**config.mk**
```make
export PLATFORM = sky130hd
export DESIGN_NAME = uart_tx_break
export DESIGN_NICKNAME = d
export VERILOG_FILES = /design/src/rtl/uart_tx_pkg.sv /design/src/rtl/utx_fifo.sv /design/src/rtl/utx_framer.sv /design/src/rtl/utx_line_drv.sv /design/src/rtl/uart_tx_break.sv
export SDC_FILE = /design/constraint.sdc
export NUM_CORES = 1
export LEC_CHECK = 0
export BUFFER_PORTS_ARGS = -buffer_cell sky130_fd_sc_hd__buf_4
export CAP_MARGIN = 20
export CORE_MARGIN = 8
export CORE_UTILIZATION = 30
export DETAILED_ROUTE_END_ITERATION = 6
export GPL_TIMING_DRIVEN = 0
export PLACE_DENSITY_LB_ADDON = 0.05
export SYNTH_ARGS = -nofsm -noshare
export SYNTH_HDL_FRONTEND = slang
export SYNTH_HIERARCHICAL = 1
export SYNTH_SLANG_ARGS = --single-unit
```
**constraint.sdc**
```tcl
create_clock -name clk -period 2.82 [get_ports clk]
set_clock_uncertainty 0.1 [all_clocks]
set_input_delay 0.141 -clock clk [delete_from_list [all_inputs] [get_ports clk]]
set_output_delay 0.141 -clock clk [all_outputs]
set_load 0.01 [all_outputs]
```
**src/rtl/uart_tx_pkg.sv**
```systemverilog
package uart_tx_pkg;

    localparam int CHAR_W          = 9;
    localparam int TICKS_PER_BIT   = 16;
    localparam int BRK_ACTIVE_BITS = 13;
    localparam int BRK_TOTAL_BITS  = BRK_ACTIVE_BITS + 1;
    localparam int TCNT_W          = 6;
    localparam int BCNT_W          = 4;

    localparam logic [3:0] FMT_8N    = 4'b0000;
    localparam logic [3:0] FMT_7N    = 4'b0001;
    localparam logic [3:0] FMT_8ODD  = 4'b0010;
    localparam logic [3:0] FMT_8EVEN = 4'b0011;
    localparam logic [3:0] FMT_9BIT  = 4'b0100;

    typedef enum logic [2:0] {
        TX_IDLE,
        TX_BREAK,
        TX_START,
        TX_DATA,
        TX_STOP
    } tx_state_e;

    typedef struct packed {
        logic [CHAR_W-1:0] bits;
        logic [BCNT_W-1:0] nbits;
        logic [TCNT_W-1:0] stop_len;
    } frame_t;

    function automatic logic [TCNT_W-1:0] stop_len_ticks(input logic [1:0] code);
        case (code)
            2'b00:   return TCNT_W'(TICKS_PER_BIT);
            2'b01:   return TCNT_W'(TICKS_PER_BIT + TICKS_PER_BIT / 2);
            default: return TCNT_W'(2 * TICKS_PER_BIT);
        endcase
    endfunction

    function automatic frame_t build_frame(input logic [3:0] fmt,
                                           input logic [1:0] stop_code,
                                           input logic [CHAR_W-1:0] ch);
        frame_t f;
        f.stop_len = stop_len_ticks(stop_code);
        case (fmt)
            FMT_7N: begin
                f.bits  = {2'b00, ch[6:0]};
                f.nbits = BCNT_W'(7);
            end
            FMT_8ODD: begin
                f.bits  = {~(^ch[7:0]), ch[7:0]};
                f.nbits = BCNT_W'(9);
            end
            FMT_8EVEN: begin
                f.bits  = {^ch[7:0], ch[7:0]};
                f.nbits = BCNT_W'(9);
            end
            FMT_9BIT: begin
                f.bits  = ch;
                f.nbits = BCNT_W'(9);
            end
            default: begin
                f.bits  = {1'b0, ch[7:0]};
                f.nbits = BCNT_W'(8);
            end
        endcase
        return f;
    endfunction

endpackage

```
**src/rtl/utx_fifo.sv**
```systemverilog
module utx_fifo #(
    parameter int WIDTH = 9,
    parameter int DEPTH = 4
) (
    input  logic             clk,
    input  logic             rst,
    input  logic             wr_valid,
    input  logic [WIDTH-1:0] wr_data,
    input  logic             rd_en,
    output logic [WIDTH-1:0] rd_data,
    output logic             full,
    output logic             empty
);
    localparam int AW = (DEPTH > 1) ? $clog2(DEPTH) : 1;

    logic [WIDTH-1:0] mem [DEPTH];
    logic [AW:0]      wr_ptr;
    logic [AW:0]      rd_ptr;
    logic             wr_fire;

    assign full    = (wr_ptr[AW] != rd_ptr[AW]) && (wr_ptr[AW-1:0] == rd_ptr[AW-1:0]);
    assign empty   = (wr_ptr == rd_ptr);
    assign wr_fire = wr_valid && !full;
    assign rd_data = mem[rd_ptr[AW-1:0]];

    always_ff @(posedge clk) begin
        if (wr_fire) begin
            mem[wr_ptr[AW-1:0]] <= wr_data;
        end
    end

    always_ff @(posedge clk) begin
        if (rst) begin
            wr_ptr <= '0;
            rd_ptr <= '0;
        end else begin
            if (wr_fire) begin
                wr_ptr <= wr_ptr + 1'b1;
            end
            if (rd_en && !empty) begin
                rd_ptr <= rd_ptr + 1'b1;
            end
        end
    end
endmodule

```
**src/rtl/utx_framer.sv**
```systemverilog
module utx_framer
    import uart_tx_pkg::*;
(
    input  logic              clk,
    input  logic              rst,
    input  logic              tick,
    input  logic              tx_en,
    input  logic [3:0]        fmt,
    input  logic [1:0]        stop_code,
    input  logic              brk_set,
    input  logic              fifo_empty,
    input  logic [CHAR_W-1:0] fifo_char,
    output logic              fifo_pop,
    output logic              line_mark,
    output logic              busy,
    output logic              brk_pending
);
    tx_state_e         state;
    logic [TCNT_W-1:0] tcnt;
    logic [BCNT_W-1:0] bidx;
    frame_t            cur;

    logic bit_end;
    logic idle_go;
    logic begin_break;
    logic break_done;
    logic begin_char;
    logic last_data;
    logic stop_end;

    always_comb begin
        bit_end     = tick && (tcnt == TCNT_W'(TICKS_PER_BIT - 1));
        idle_go     = tx_en && (state == TX_IDLE) && tick && !fifo_empty;
        begin_break = idle_go && brk_pending;
        break_done  = tx_en && (state == TX_BREAK) && bit_end
                      && (bidx == BCNT_W'(BRK_TOTAL_BITS - 1));
        begin_char  = (idle_go && !brk_pending) || break_done;
        last_data   = (bidx == cur.nbits - 1'b1);
        stop_end    = tick && (tcnt == cur.stop_len - 1'b1);
        fifo_pop    = begin_char;
        busy        = (state != TX_IDLE);
    end

    always_comb begin
        case (state)
            TX_BREAK: line_mark = (bidx >= BCNT_W'(BRK_ACTIVE_BITS));
            TX_START: line_mark = 1'b0;
            TX_DATA:  line_mark = cur.bits[0];
            default:  line_mark = 1'b1;
        endcase
    end

    always_ff @(posedge clk) begin
        if (rst || !tx_en) begin
            state <= TX_IDLE;
            tcnt  <= '0;
            bidx  <= '0;
            cur   <= '0;
        end else begin
            case (state)
                TX_IDLE: begin
                    tcnt <= '0;
                    bidx <= '0;
                    if (begin_break) begin
                        state <= TX_BREAK;
                    end else if (begin_char) begin
                        state <= TX_START;
                        cur   <= build_frame(fmt, stop_code, fifo_char);
                    end
                end
                TX_BREAK: begin
                    if (bit_end) begin
                        tcnt <= '0;
                        if (break_done) begin
                            state <= TX_START;
                            bidx  <= '0;
                            cur   <= build_frame(fmt, stop_code, fifo_char);
                        end else begin
                            bidx <= bidx + 1'b1;
                        end
                    end else if (tick) begin
                        tcnt <= tcnt + 1'b1;
                    end
                end
                TX_START: begin
                    if (bit_end) begin
                        state <= TX_DATA;
                        tcnt  <= '0;
                        bidx  <= '0;
                    end else if (tick) begin
                        tcnt <= tcnt + 1'b1;
                    end
                end
                TX_DATA: begin
                    if (bit_end) begin
                        tcnt     <= '0;
                        cur.bits <= cur.bits >> 1;
                        if (last_data) begin
                            state <= TX_STOP;
                        end else begin
                            bidx <= bidx + 1'b1;
                        end
                    end else if (tick) begin
                        tcnt <= tcnt + 1'b1;
                    end
                end
                TX_STOP: begin
                    if (stop_end) begin
                        state <= TX_IDLE;
                        tcnt  <= '0;
                    end else if (tick) begin
                        tcnt <= tcnt + 1'b1;
                    end
                end
                default: state <= TX_IDLE;
            endcase
        end
    end

    always_ff @(posedge clk) begin
        if (rst) begin
            brk_pending <= 1'b0;
        end else if (brk_set) begin
            brk_pending <= 1'b1;
        end else if (break_done) begin
            brk_pending <= 1'b0;
        end
    end
endmodule

```
**src/rtl/utx_line_drv.sv**
```systemverilog
module utx_line_drv (
    input  logic line_mark,
    input  logic inv_tx,
    input  logic force_active,
    output logic txd
);
    logic level;

    always_comb begin
        level = force_active ? 1'b0 : line_mark;
        txd   = level ^ inv_tx;
    end
endmodule

```
**src/rtl/uart_tx_break.sv**
```systemverilog
module uart_tx_break
    import uart_tx_pkg::*;
#(
    parameter int FIFO_DEPTH = 4
) (
    input  logic              clk,
    input  logic              rst,
    input  logic              tick16,
    input  logic              tx_en,
    input  logic [3:0]        fmt,
    input  logic [1:0]        stop_code,
    input  logic              inv_tx,
    input  logic              force_active,
    input  logic              brk_set,
    input  logic              wr_valid,
    input  logic [CHAR_W-1:0] wr_char,
    output logic              fifo_full,
    output logic              txd,
    output logic              busy,
    output logic              brk_pending
);
    logic              fifo_empty;
    logic              fifo_pop;
    logic [CHAR_W-1:0] fifo_char;
    logic              line_mark;

    utx_fifo #(
        .WIDTH (CHAR_W),
        .DEPTH (FIFO_DEPTH)
    ) i_fifo (
        .clk      (clk),
        .rst      (rst),
        .wr_valid (wr_valid),
        .wr_data  (wr_char),
        .rd_en    (fifo_pop),
        .rd_data  (fifo_char),
        .full     (fifo_full),
        .empty    (fifo_empty)
    );

    utx_framer i_framer (
        .clk         (clk),
        .rst         (rst),
        .tick        (tick16),
        .tx_en       (tx_en),
        .fmt         (fmt),
        .stop_code   (stop_code),
        .brk_set     (brk_set),
        .fifo_empty  (fifo_empty),
        .fifo_char   (fifo_char),
        .fifo_pop    (fifo_pop),
        .line_mark   (line_mark),
        .busy        (busy),
        .brk_pending (brk_pending)
    );

    utx_line_drv i_drv (
        .line_mark    (line_mark),
        .inv_tx       (inv_tx),
        .force_active (force_active),
        .txd          (txd)
    );
endmodule

```
==> results.yml, run 1 <==
final_layout:
  syn_to_final_growth_pct: 24.7
  drive_gt1_share_pct: 19.5
  final_nets: 425
  antenna_cells: 0
  seqCellArea_um2: 1820
  fillerInstances: 1237
  utilization_pct: 37.7
  multi_input_area_um2: 1840
power_and_ir_drop:
  total_leakage_power_nw: 1.69
  ir_drop_uv: 349
  switchingPower_w: 0.000845
  internal_power_w: 0.00237
  switching_share_pct: 26.3
  pwr-share-clk_pct: 39.2
  p_comb_share_pct: 21.7
  p_per_area_nw_per_um2: 683
  seq_power_share_pct: 39.1
global_routing:
  grt_use_total_pct: 11.1
  gr-total-overflow: 0
  grt_max_degree: 17
  grt_pass1_wl_um: 13900
  grt_pass1_vias: 2665
  antenna_found_initial: 0
yosys:
  ys.flop_type: "dfxtp_1"
  async_flop_share_pct: 0
  yosysWarnings: 6
  synth.area.top_cells: "edfxtp_1, dfxtp_1, mux4_2, ha_1, nand2_1"
  seq_area_frac_synth_pct: 48.3
  syn_avg_cell_area_um2: 11.1
  synth_cell_types: 62
  synth_top_family_by_area: "simple AND/OR/NAND/NOR gates"
  synthXorXnorAreaFrac_pct: 6.27
  yosys.area.top_type: "edfxtp_1"
  synth-simple-area-share_pct: 16.2
  synth_fa_ha_area_share_pct: 3.98
  ys_seq_elements: 73
  synthCells: 340
  yosysTopAreaCellShare_pct: 28.7
  synth_compound_area_share_pct: 14.2
  synth_area_um2: 3770
  syn_nets: 375
  synthMuxAreaShare_pct: 7.07
  synth_edf_count: 36
detailed_routing:
  vias: 2777
  firstDrtPassIters: 5
  drc: 0
  wl_um: 8790
  drt_iter0_markers: 160
  postRouteAntennaNets: 0
  viasPerCell: 4.90
  wl_per_cell_um: 15.5
worst_setup_path:
  arrival_ns: 2.87
  crit_type: "reg -> reg"
  worstSetupStartpoint: "i_fifo/wr_ptr[1]"
  cp-start-kind: "flop"
  rr_endpoint: "i_framer/cur[17]"
  crit_fanout: 10
  timing.rr.start: "i_fifo/wr_ptr[1]"
  required_ns: 2.97
  worst_setup_path_end_kind: "flop"
  endpoint: "i_framer/cur[17]"
  r2r_setup_slack_ns: 0.10
  reg2regPathDepth: 11
floorplan:
  initial_core_util_pct: 30.3
  placeableCoreArea_um2: 12500
  dieWidth_um: 128
  die_height_um: 128
  rows: 41
  io_pins: 27
  dieArea_um2: 16400
placement:
  port_buffers: 25
  place_congestion: 0.708
  dp_hpwl_um: 6290
  dpl_worst_slack_ns: -0.346
timing:
  timing.fmax_mhz: 368
  setup_violations: 0
  max_slew_margin_pct: 51.3
  timing.final.crit_period_ns: 2.72
  finalCritPeriodShare_pct: 96.5
  worstMarginPinSlew_ns: 0.727
  setup_ws_ns: 0.100
  drv_slew: 0
  hold_viol: 0
clocking:
  htree_levels: 3
  clock_latency_ns: 0.34
  clk_pin_slew_ns: 0.06
  clockBufferDepth: 2
  cts_sinks: 73
  cts_root_buffer: "clkbuf_16"
  cts_buffers: 9
  cts_tree: "yes"
run:
  cap_viol_max_count: 0
outcome:
  outcome: "complete, no violations"
min_path:
  hold_class: "in -> reg"
  worstHoldStart: "tick16"
## logic make-up after synthesis
| family | Yosys count |
|---|---|
| flops | 73 |
| buf+inv | 28 |
| xor+xnor | 23 |
| fa+ha+maj | 12 |
| mux | 15 |
| compound gates | 75 |
| simple gates | 114 |
## repair_timing
| item | in CTS | in global routing |
|---|---|---|
| hold buffers | 12 | 0 |
| cloned | 0 | 0 |
| endpoints found under the hold margin | 39 | 0 |
| setup endpoints to repair | 21 | 11 |
| pin swaps | 1 | 0 |
| resized for setup | 3 | 4 |
| buffers inserted | 1 | 0 |
## per-stage QoR
| stage | cells | TNS [ns] | hold slack (ns) | instance area (µm²) | total power, W |
|---|---|---|---|---|---|
| floorplan | 340 | 0 | 0.113 | 3770 | 0.00174 |
| global placement | 537 | -4.20 | 0.243 | 4170 | 0.00192 |
| detailed placement | 538 | -3.82 | 0.246 | 4180 | 0.00192 |
| CTS | 567 | 0 | 0.0135 | 4670 | 0.00324 |
| global route | 567 | -0.00289 | 0.0490 | 4700 | 0.00337 |
| finish | 567 | 0 | 0.0261 | 4700 | 0.00321 |
## registers in the layout, indices dropped and copies added (netlist names), named ones only
signal and flops:
i_fifo/mem 36, i_fifo/rd_ptr 3, i_fifo/wr_ptr 3, i_framer/bidx 4, i_framer/brk_pending 1, i_framer/cur 15, i_framer/state 3, i_framer/tcnt 6
## synth_stat cells (2+ instances only)
cell type,n
nor2_1,26
ha_1,12
a311oi_1,8
buf_4,2
a211o_1,2
o21ai_0,15
mux2i_1,3
and4_1,2
o21a_1,2
and2_1,5
nor3b_1,4
a211oi_1,3
nand4_1,5
a21oi_1,17
a31o_2,2
xnor3_1,2
buf_6,3
nor2b_1,4
nand2b_1,3
nand2_1,32
xor2_1,11
and4b_1,2
mux4_2,9
clkbuf_1,6
a31oi_1,7
mux2_2,2
nand3b_1,4
and3_1,2
a41oi_1,3
o211ai_1,5
dfxtp_1,37
edfxtp_1,36
or3_1,5
xnor2_1,9
nand3_1,11
inv_1,13
## power groups by stage
stage | logic, W | registers [W] | clock network, W
global route | 0.000766 | 0.00126 | 0.00134
CTS | 0.000688 | 0.00125 | 0.00130
finish | 0.000696 | 0.00126 | 0.00126
global placement | 0.000655 | 0.00127 | 0
detailed placement | 0.000651 | 0.00127 | 0
floorplan | 0.000484 | 0.00126 | 0
## worst min-delay path by stage
stage | end | slack [ns] | depth (start not counted)
floorplan | i_framer/brk_pending | 0.11 | 1
global placement | i_framer/cur[4] | 0.24 | 2
detailed placement | i_framer/cur[4] | 0.25 | 2
CTS | i_framer/tcnt[1] | 0.01 | 3
global route | i_framer/tcnt[1] | 0.05 | 3
finish | i_framer/tcnt[1] | 0.03 | 3
## critical path, stage by stage (launching register included)
cell and delay [ns]:
dfxtp_1 0.34, buf_6 0.15, xnor2_4 0.26, nand2_1 0.20, nor2_1 0.19, and4bb_2 0.29, a31o_2 0.27, a311oi_4 0.30
buf_12 0.17, buf_6 0.14, nor2_1 0.05, a211oi_2 0.18
## routing by layer
layer / routed length [µm] / GRT usage, % / vias up / part of all wire [%]
met5: 0 / 0 / - / 0
met4: 103 / 3.78 / 0 / 1.2
met3: 411 / 3.74 / 7 / 4.7
met2: 4380 / 18.4 / 52 / 50
met1: 3890 / 13.3 / 1350 / 44
li1: - / - / 1368 / -
## area by class of cell
| class | instances | share of cell area [%] |
|---|---|---|
| plain buffers | 15 | 2.16 |
| clock buffers | 12 | 5.46 |
| clock inverters | 4 | 1.62 |
| inverters | 13 | 1.04 |
| multi-input cells | 239 | 39.2 |
| flip-flops and latches | 73 | 38.8 |
| well taps | 172 | 4.58 |
| repair buffers | 39 | 7.13 |
## placed cells by master, fill, tap and decap left out, drive strengths merged, types with 10 or more instances in the layout
cell type,instances
ha,12
nor2,27
xor2,11
dfxtp,37
edfxtp,36
dlygate4sd3,12
buf,34
nand2,32
xnor2,10
nand3,11
inv,13
a21oi,17
o21ai,15
clkbuf,20
(Power assumes the default switching activity.)
==> run 2, diff against run 1 <==
--- a/config.mk
+++ b/config.mk
@@ -7,11 +7,14 @@
 export LEC_CHECK = 0
 export BUFFER_PORTS_ARGS = -buffer_cell sky130_fd_sc_hd__buf_4
 export CAP_MARGIN = 20
+export CELL_PAD_IN_SITES_DETAIL_PLACEMENT = 2
+export CELL_PAD_IN_SITES_GLOBAL_PLACEMENT = 2
 export CORE_MARGIN = 8
 export CORE_UTILIZATION = 30
+export CTS_CLUSTER_DIAMETER = 30
 export DETAILED_ROUTE_END_ITERATION = 6
 export GPL_TIMING_DRIVEN = 0
-export PLACE_DENSITY_LB_ADDON = 0.05
+export PLACE_DENSITY_LB_ADDON = 0.1
 export SYNTH_ARGS = -nofsm -noshare
 export SYNTH_HDL_FRONTEND = slang
 export SYNTH_HIERARCHICAL = 1
==> run 2 against run 1 <==
Net effect:
- non-clock buffer count is the same
- global-route usage grew 2.4 points
- critical path depth is the same
- clock power shrank 6%
- via count grew 2.8%
- design area shrank 0.43%
- routed wire length grew 18%
- sequential share of layout area grew 0.19 points
==> results.yml, run 2 (synthesized netlist as in run 1, its figures left out) <==
worst_setup_path:
  crit_slowest_cell: "dfxtp_1"
  arrival_ns: 2.83
  crit_family: "compound AO/OA/AOI/OAI gates"
  crit_fanout: 10
  critical-path-max-stage-delay_ns: 0.34
  crit_type: "reg -> reg"
  worstSetupStartpoint: "i_fifo/wr_ptr[1]"
  worst_setup_path_end_kind: "flop"
  required_ns: 2.98
  crit_chain: "buf_6, xnor2_4, nand2_2, nor2_1, and4bb_2, a31o_2, a311oi_4, buf_12, buf_6, nor2_1, a211oi_2"
  timing.rr.start: "i_fifo/wr_ptr[1]"
  cp-start-kind: "flop"
  worst-path-buf-inv: 3
min_path:
  hold_class: "in -> reg"
  worstHoldStart: "tick16"
final_layout:
  instances_no_fill: 567
  fillerInstances: 1325
  multi_input_area_um2: 1850
  final_nets: 425
  layout_common_cells: "edfxtp_1, dfxtp_1, nand2_1, buf_4, nor2_1"
  drive_gt1_share_pct: 20.3
  seqCellArea_um2: 1820
  mostFrequentLayoutCell: "edfxtp_1"
  stdcell_area_um2: 4680
  syn_to_final_growth_pct: 24.1
  largest_reg_flops: 36
  antenna_cells: 0
power_and_ir_drop:
  p_per_area_nw_per_um2: 676
  total_leakage_power_nw: 1.68
  pwr-share-clk_pct: 37.5
  internal_power_w: 0.00224
  ir_drop_uv: 368
  seq_power_share_pct: 39.8
  switchingPower_w: 0.000924
  p_comb_share_pct: 22.7
  switching_share_pct: 29.2
clocking:
  cts_buffers: 9
  clk_pin_slew_ns: 0.06
  htree_levels: 3
  cts_root_buffer: "clkbuf_16"
  clock_latency_ns: 0.34
  cts_tree: "yes"
  cts_sinks: 73
  clockBufferDepth: 2
detailed_routing:
  drc: 0
  postRouteAntennaNets: 0
  wl_per_cell_um: 18.2
  wl_um: 10300
  vias: 2854
  viasPerCell: 5.03
  drt_iter0_markers: 105
  firstDrtPassIters: 4
global_routing:
  grt_busiest_layer: "met2"
  use_met2_pct: 22.6
  grt_pass1_vias: 3161
  gr-total-overflow: 0
  grt_pass1_wl_um: 17100
  use_met3_pct: 2.37
  grt_use_total_pct: 13.5
  grt_max_degree: 17
  antenna_found_initial: 0
  use_met1_pct: 16.8
run:
  cap_viol_max_count: 0
timing:
  setup_violations: 0
  timing.fmax_mhz: 375
  hold_viol: 0
  timing.final.crit_period_ns: 2.67
  drv_slew: 0
  max_slew_margin_pct: 50.9
  rsz0062_at_grt: "false"
  worstMarginPinSlew_ns: 0.733
  finalCritPeriodShare_pct: 94.6
floorplan:
  rows: 41
  initial_core_util_pct: 30.3
  dieWidth_um: 128
  dieArea_um2: 16400
  die_height_um: 128
  io_pins: 27
  placeableCoreArea_um2: 12500
placement:
  dpl_cell_area_um2: 4180
  dp_cells: 538
  place_congestion: 0.706
  dp_hpwl_um: 7330
  port_buffers: 25
outcome:
  outcome: "complete, no violations"
## run 2: path summary, 6_finish.rpt
kind	end	slack, ns	cells after the start
hold reg to reg	i_framer/cur[14]	0.38	2
setup reg to reg	i_framer/cur[17]	0.15	11
hold / removal	i_framer/tcnt[1]	0.04	3
setup / recovery	i_framer/cur[17]	0.15	11
## run 2: per-layer routing
| metal | part of all wire [%] | vias to the layer above |
|---|---|---|
| met5 | 0 | - |
| met4 | 1.5 | 0 |
| met3 | 2.2 | 11 |
| met2 | 50 | 31 |
| met1 | 46 | 1428 |
| li1 | - | 1384 |
## run 2: layout make-up
type	instances	share of cell area (%)
Multi-Input combinational cell	239	39.6
Clock inverter	7	1.63
Buffer	15	2.17
Sequential cell	73	39.0
Clock buffer	9	4.81
Timing Repair Buffer	39	7.16
Inverter	13	1.04
Tap cell	172	4.60
## run 2: power groups by stage
stage               clock, W  combinational (W)  sequential (W)
floorplan                  0           0.000484         0.00126
global placement           0           0.000661         0.00127
detailed placement         0           0.000675         0.00127
CTS                  0.00123           0.000730         0.00126
global route         0.00127           0.000791         0.00127
finish               0.00119           0.000718         0.00126
## run 2: worst reg2reg max path, stage by stage, from the launching register on
cell      delay, ns
dfxtp_1        0.34
buf_6          0.15
xnor2_4        0.27
nand2_2        0.15
nor2_1         0.17
and4bb_2       0.29
a31o_2         0.27
a311oi_4       0.30
buf_12         0.17
buf_6          0.15
nor2_1         0.06
a211oi_2       0.18
## run 2: repair_timing
action / CTS / global route
pin swaps: 1 / 0
endpoints found under the setup margin: 22 / 11
hold buffers: 12 / 0
resized for setup: 5 / 5
setup buffers: 1 / 0
endpoints found under the hold margin: 39 / 0
## run 2: per-stage QoR
stage / setup WS (ns) / util, % / total power, W / setup TNS (ns) / hold slack, ns
after global routing: 0.0164 / 37.5 / 0.00333 / 0 / 0.0356
final: 0.151 / 37.5 / 0.00316 / 0 / 0.0389
after detailed placement: -0.421 / 33.5 / 0.00195 / -4.89 / 0.247
after global placement: -0.343 / 33.5 / 0.00193 / -3.68 / 0.241
after CTS: 0.0111 / 37.4 / 0.00322 / 0 / 0.0186
after floorplan: 0.323 / - / 0.00174 / 0 / 0.113
==> run 3, diff against run 2 <==
--- a/config.mk
+++ b/config.mk
@@ -5,6 +5,7 @@
 export SDC_FILE = /design/constraint.sdc
 export NUM_CORES = 1
 export LEC_CHECK = 0
+export ABC_AREA = 1
 export BUFFER_PORTS_ARGS = -buffer_cell sky130_fd_sc_hd__buf_4
 export CAP_MARGIN = 20
 export CELL_PAD_IN_SITES_DETAIL_PLACEMENT = 2
==> run 3 against run 2 <==
Net effect:
- worst hold slack got worse by 0.017 ns
- die area grew 3.2%
- routed wire length increased by 7.1%
- utilization about the same
- via count rose by 18%
- power increased by 4.9%
- largest cell class is now flip-flops and latches
- highest routed layer unchanged
==> results.yml, run 3 <==
yosys:
  ys.flop_type: "dfxtp_1"
  synth_cell_types: 35
  synth_edf_count: 36
  yosysWarnings: 6
  yosys.area.top_type: "edfxtp_1"
  synth.area.top_cells: "edfxtp_1, dfxtp_1, nand2_1, inv_1, nor2_1"
  synthCells: 487
  ys_seq_elements: 73
  synth_area_um2: 3910
  seq_area_frac_synth_pct: 46.6
  yosysMostFrequentCell: "nand2_1"
  async_flop_share_pct: 0
  synth.top_cells.by_count: "nand2_1, inv_1, nor2_1, dfxtp_1, edfxtp_1"
  syn_nets: 522
  syn_avg_cell_area_um2: 8.03
  yosysTopAreaCellShare_pct: 27.7
worst_setup_path:
  worst-path-buf-inv: 1
  critical-path-max-stage-delay_ns: 0.48
  arrival_ns: 2.55
  crit_chain: "inv_1, o21ai_0, o22ai_1, nor2_1, nor2_1, nand2_1, nand2_1, nand2_1, nand2_1, nand2_1, nand3_1, nand2_1, a21oi_1"
  crit_type: "reg -> reg"
  worst_path_most_repeated_cell: "nand2_1"
  worst_setup_path_end_kind: "flop"
  cp-start-kind: "flop"
  crit_fanout: 10
  required_ns: 2.99
  crit_family: "compound AO/OA/AOI/OAI gates"
  crit_slowest_cell: "o22ai_1"
clocking:
  cts_root_buffer: "clkbuf_16"
  ctsResizeCount: 0
  cts_tree: "yes"
  clockBufferDepth: 2
  clk_pin_slew_ns: 0.06
  htree_levels: 3
  clock_latency_ns: 0.34
  cts_buffers: 9
  cts_sinks: 73
final_layout:
  layout_common_cells: "nand2_1, inv_1, nor2_1, dfxtp_1, edfxtp_1"
  antenna_cells: 0
  drive_gt1_share_pct: 14.8
  syn_to_final_growth_pct: 21.9
  largest_reg_flops: 36
  final_nets: 572
  fillerInstances: 1466
  instances_no_fill: 714
  mostFrequentLayoutCell: "nand2_1"
global_routing:
  grt_max_degree: 16
  antenna_found_initial: 0
  grt_use_total_pct: 14.2
  gr-total-overflow: 0
  grt_pass1_wl_um: 18500
  grt_pass1_vias: 3671
placement:
  place_congestion: 0.731
  port_buffers: 25
  dp_hpwl_um: 8200
  dp_cells: 684
  dpl_worst_slack_ns: 0.422
timing:
  timing.final.crit_period_ns: 2.38
  setup_violations: 0
  drv_slew: 0
  finalCritPeriodShare_pct: 84.3
  timing.fmax_mhz: 421
  setup_ws_ns: 0.443
  max_slew_margin_pct: 36.8
  worstMarginPinSlew_ns: 0.944
  hold_viol: 0
  rsz0062_at_grt: "false"
  setup_tns_ns: 0
min_path:
  hold_class: "in -> reg"
detailed_routing:
  firstDrtPassIters: 4
  vias: 3364
  viasPerCell: 4.71
  wl_um: 11100
  drc: 0
  drt_iter0_markers: 125
  wl_per_cell_um: 15.5
  postRouteAntennaNets: 0
floorplan:
  dieWidth_um: 130
  io_pins: 27
  rows: 41
  initial_core_util_pct: 30.8
  dieArea_um2: 16900
  die_height_um: 130
  placeableCoreArea_um2: 12700
power_and_ir_drop:
  p_per_area_nw_per_um2: 697
  ir_drop_uv: 377
  total_leakage_power_nw: 2.02
run:
  cap_viol_max_count: 0
outcome:
  outcome: "complete, no violations"
## run 3: changes by cell type after synthesis, sizes merged, moves of 12 or more
cell / change
a21oi: +12
nor2: +39
nand3: +19
inv: +58
nand2: +86
o21ai: +28
## run 3: area by class of cell
cell class                      count  area [µm²]  area share, %
Clock inverter                      7        86.3           1.81
Inverter                           72         270           5.67
Sequential cell                    73        1820           38.2
Multi-Input combinational cell    333        1740           36.6
Clock buffer                        9         225           4.73
Timing Repair Buffer               39         328           6.88
Tap cell                          172         215           4.52
Buffer                              9        73.8           1.55
## run 3: cell families after synthesis
family | count (synthesis) | share of synthesized area (%)
AND/OR/NAND/NOR | 222 | 26.1
AO/OA/AOI/OAI | 88 | 12.2
buffers and inverters | 81 | 8.80
flip-flops | 73 | 46.6
adder cells (fa/ha/maj) | 12 | 3.84
XOR/XNOR | 11 | 2.46
## run 3: worst paths after layout
path / slack (ns) / startpoint / endpoint / cells after the start
min reg2reg: 0.35 / i_framer/cur[11] / i_framer/cur[11] / 2
max: 0.44 / flop / i_framer/cur[18] / 13
max reg2reg: 0.44 / flop / i_framer/cur[18] / 13
min: 0.02 / stop_code[1] / i_framer/cur[4] / 4
## run 3: metrics by stage
| step | power, W | utilization [%] | cell area (µm²) | hold WS, ns |
|---|---|---|---|---|
| finish | 0.00332 | 37.6 | 4760 | 0.0221 |
| CTS | 0.00338 | 37.6 | 4760 | 0.0143 |
| global route | 0.00352 | 37.6 | 4760 | 0.0589 |
| global placement | 0.00209 | 34.0 | 4310 | 0.239 |
| floorplan | 0.00186 | - | 3910 | 0.113 |
| detailed placement | 0.00213 | 34.0 | 4310 | 0.245 |
## run 3: per-layer routing
layer | part of all wire (%) | vias to the layer above | track usage [%]
li1 | - | 1686 | -
met1 | 47 | 1647 | 16.9
met2 | 49 | 23 | 24.8
met3 | 2.4 | 8 | 3.35
met4 | 1.2 | 0 | 4.10
met5 | 0 | - | 0
## run 3: report_power, final
part,internal [W],switching (W)
sequential,0.00119,0.0000397
clock,0.000704,0.000507
combinational,0.000300,0.000581
total,0.00219,0.00113
## run 3: repair_timing
action	4_1_cts	5_1_grt
hold endpoints to repair	41	0
setup buffers	0	0
setup endpoints to repair	0	0
hold buffers	14	0
## run 3: worst register-to-register path, stage by stage, from the launching register on
cell	delay [ns]
dfxtp_1	0.43
inv_1	0.30
o21ai_0	0.16
o22ai_1	0.48
nor2_1	0.11
nor2_1	0.16
nand2_1	0.08
nand2_1	0.07
nand2_1	0.07
nand2_1	0.07
nand2_1	0.04
nand3_1	0.07
nand2_1	0.06
a21oi_1	0.12
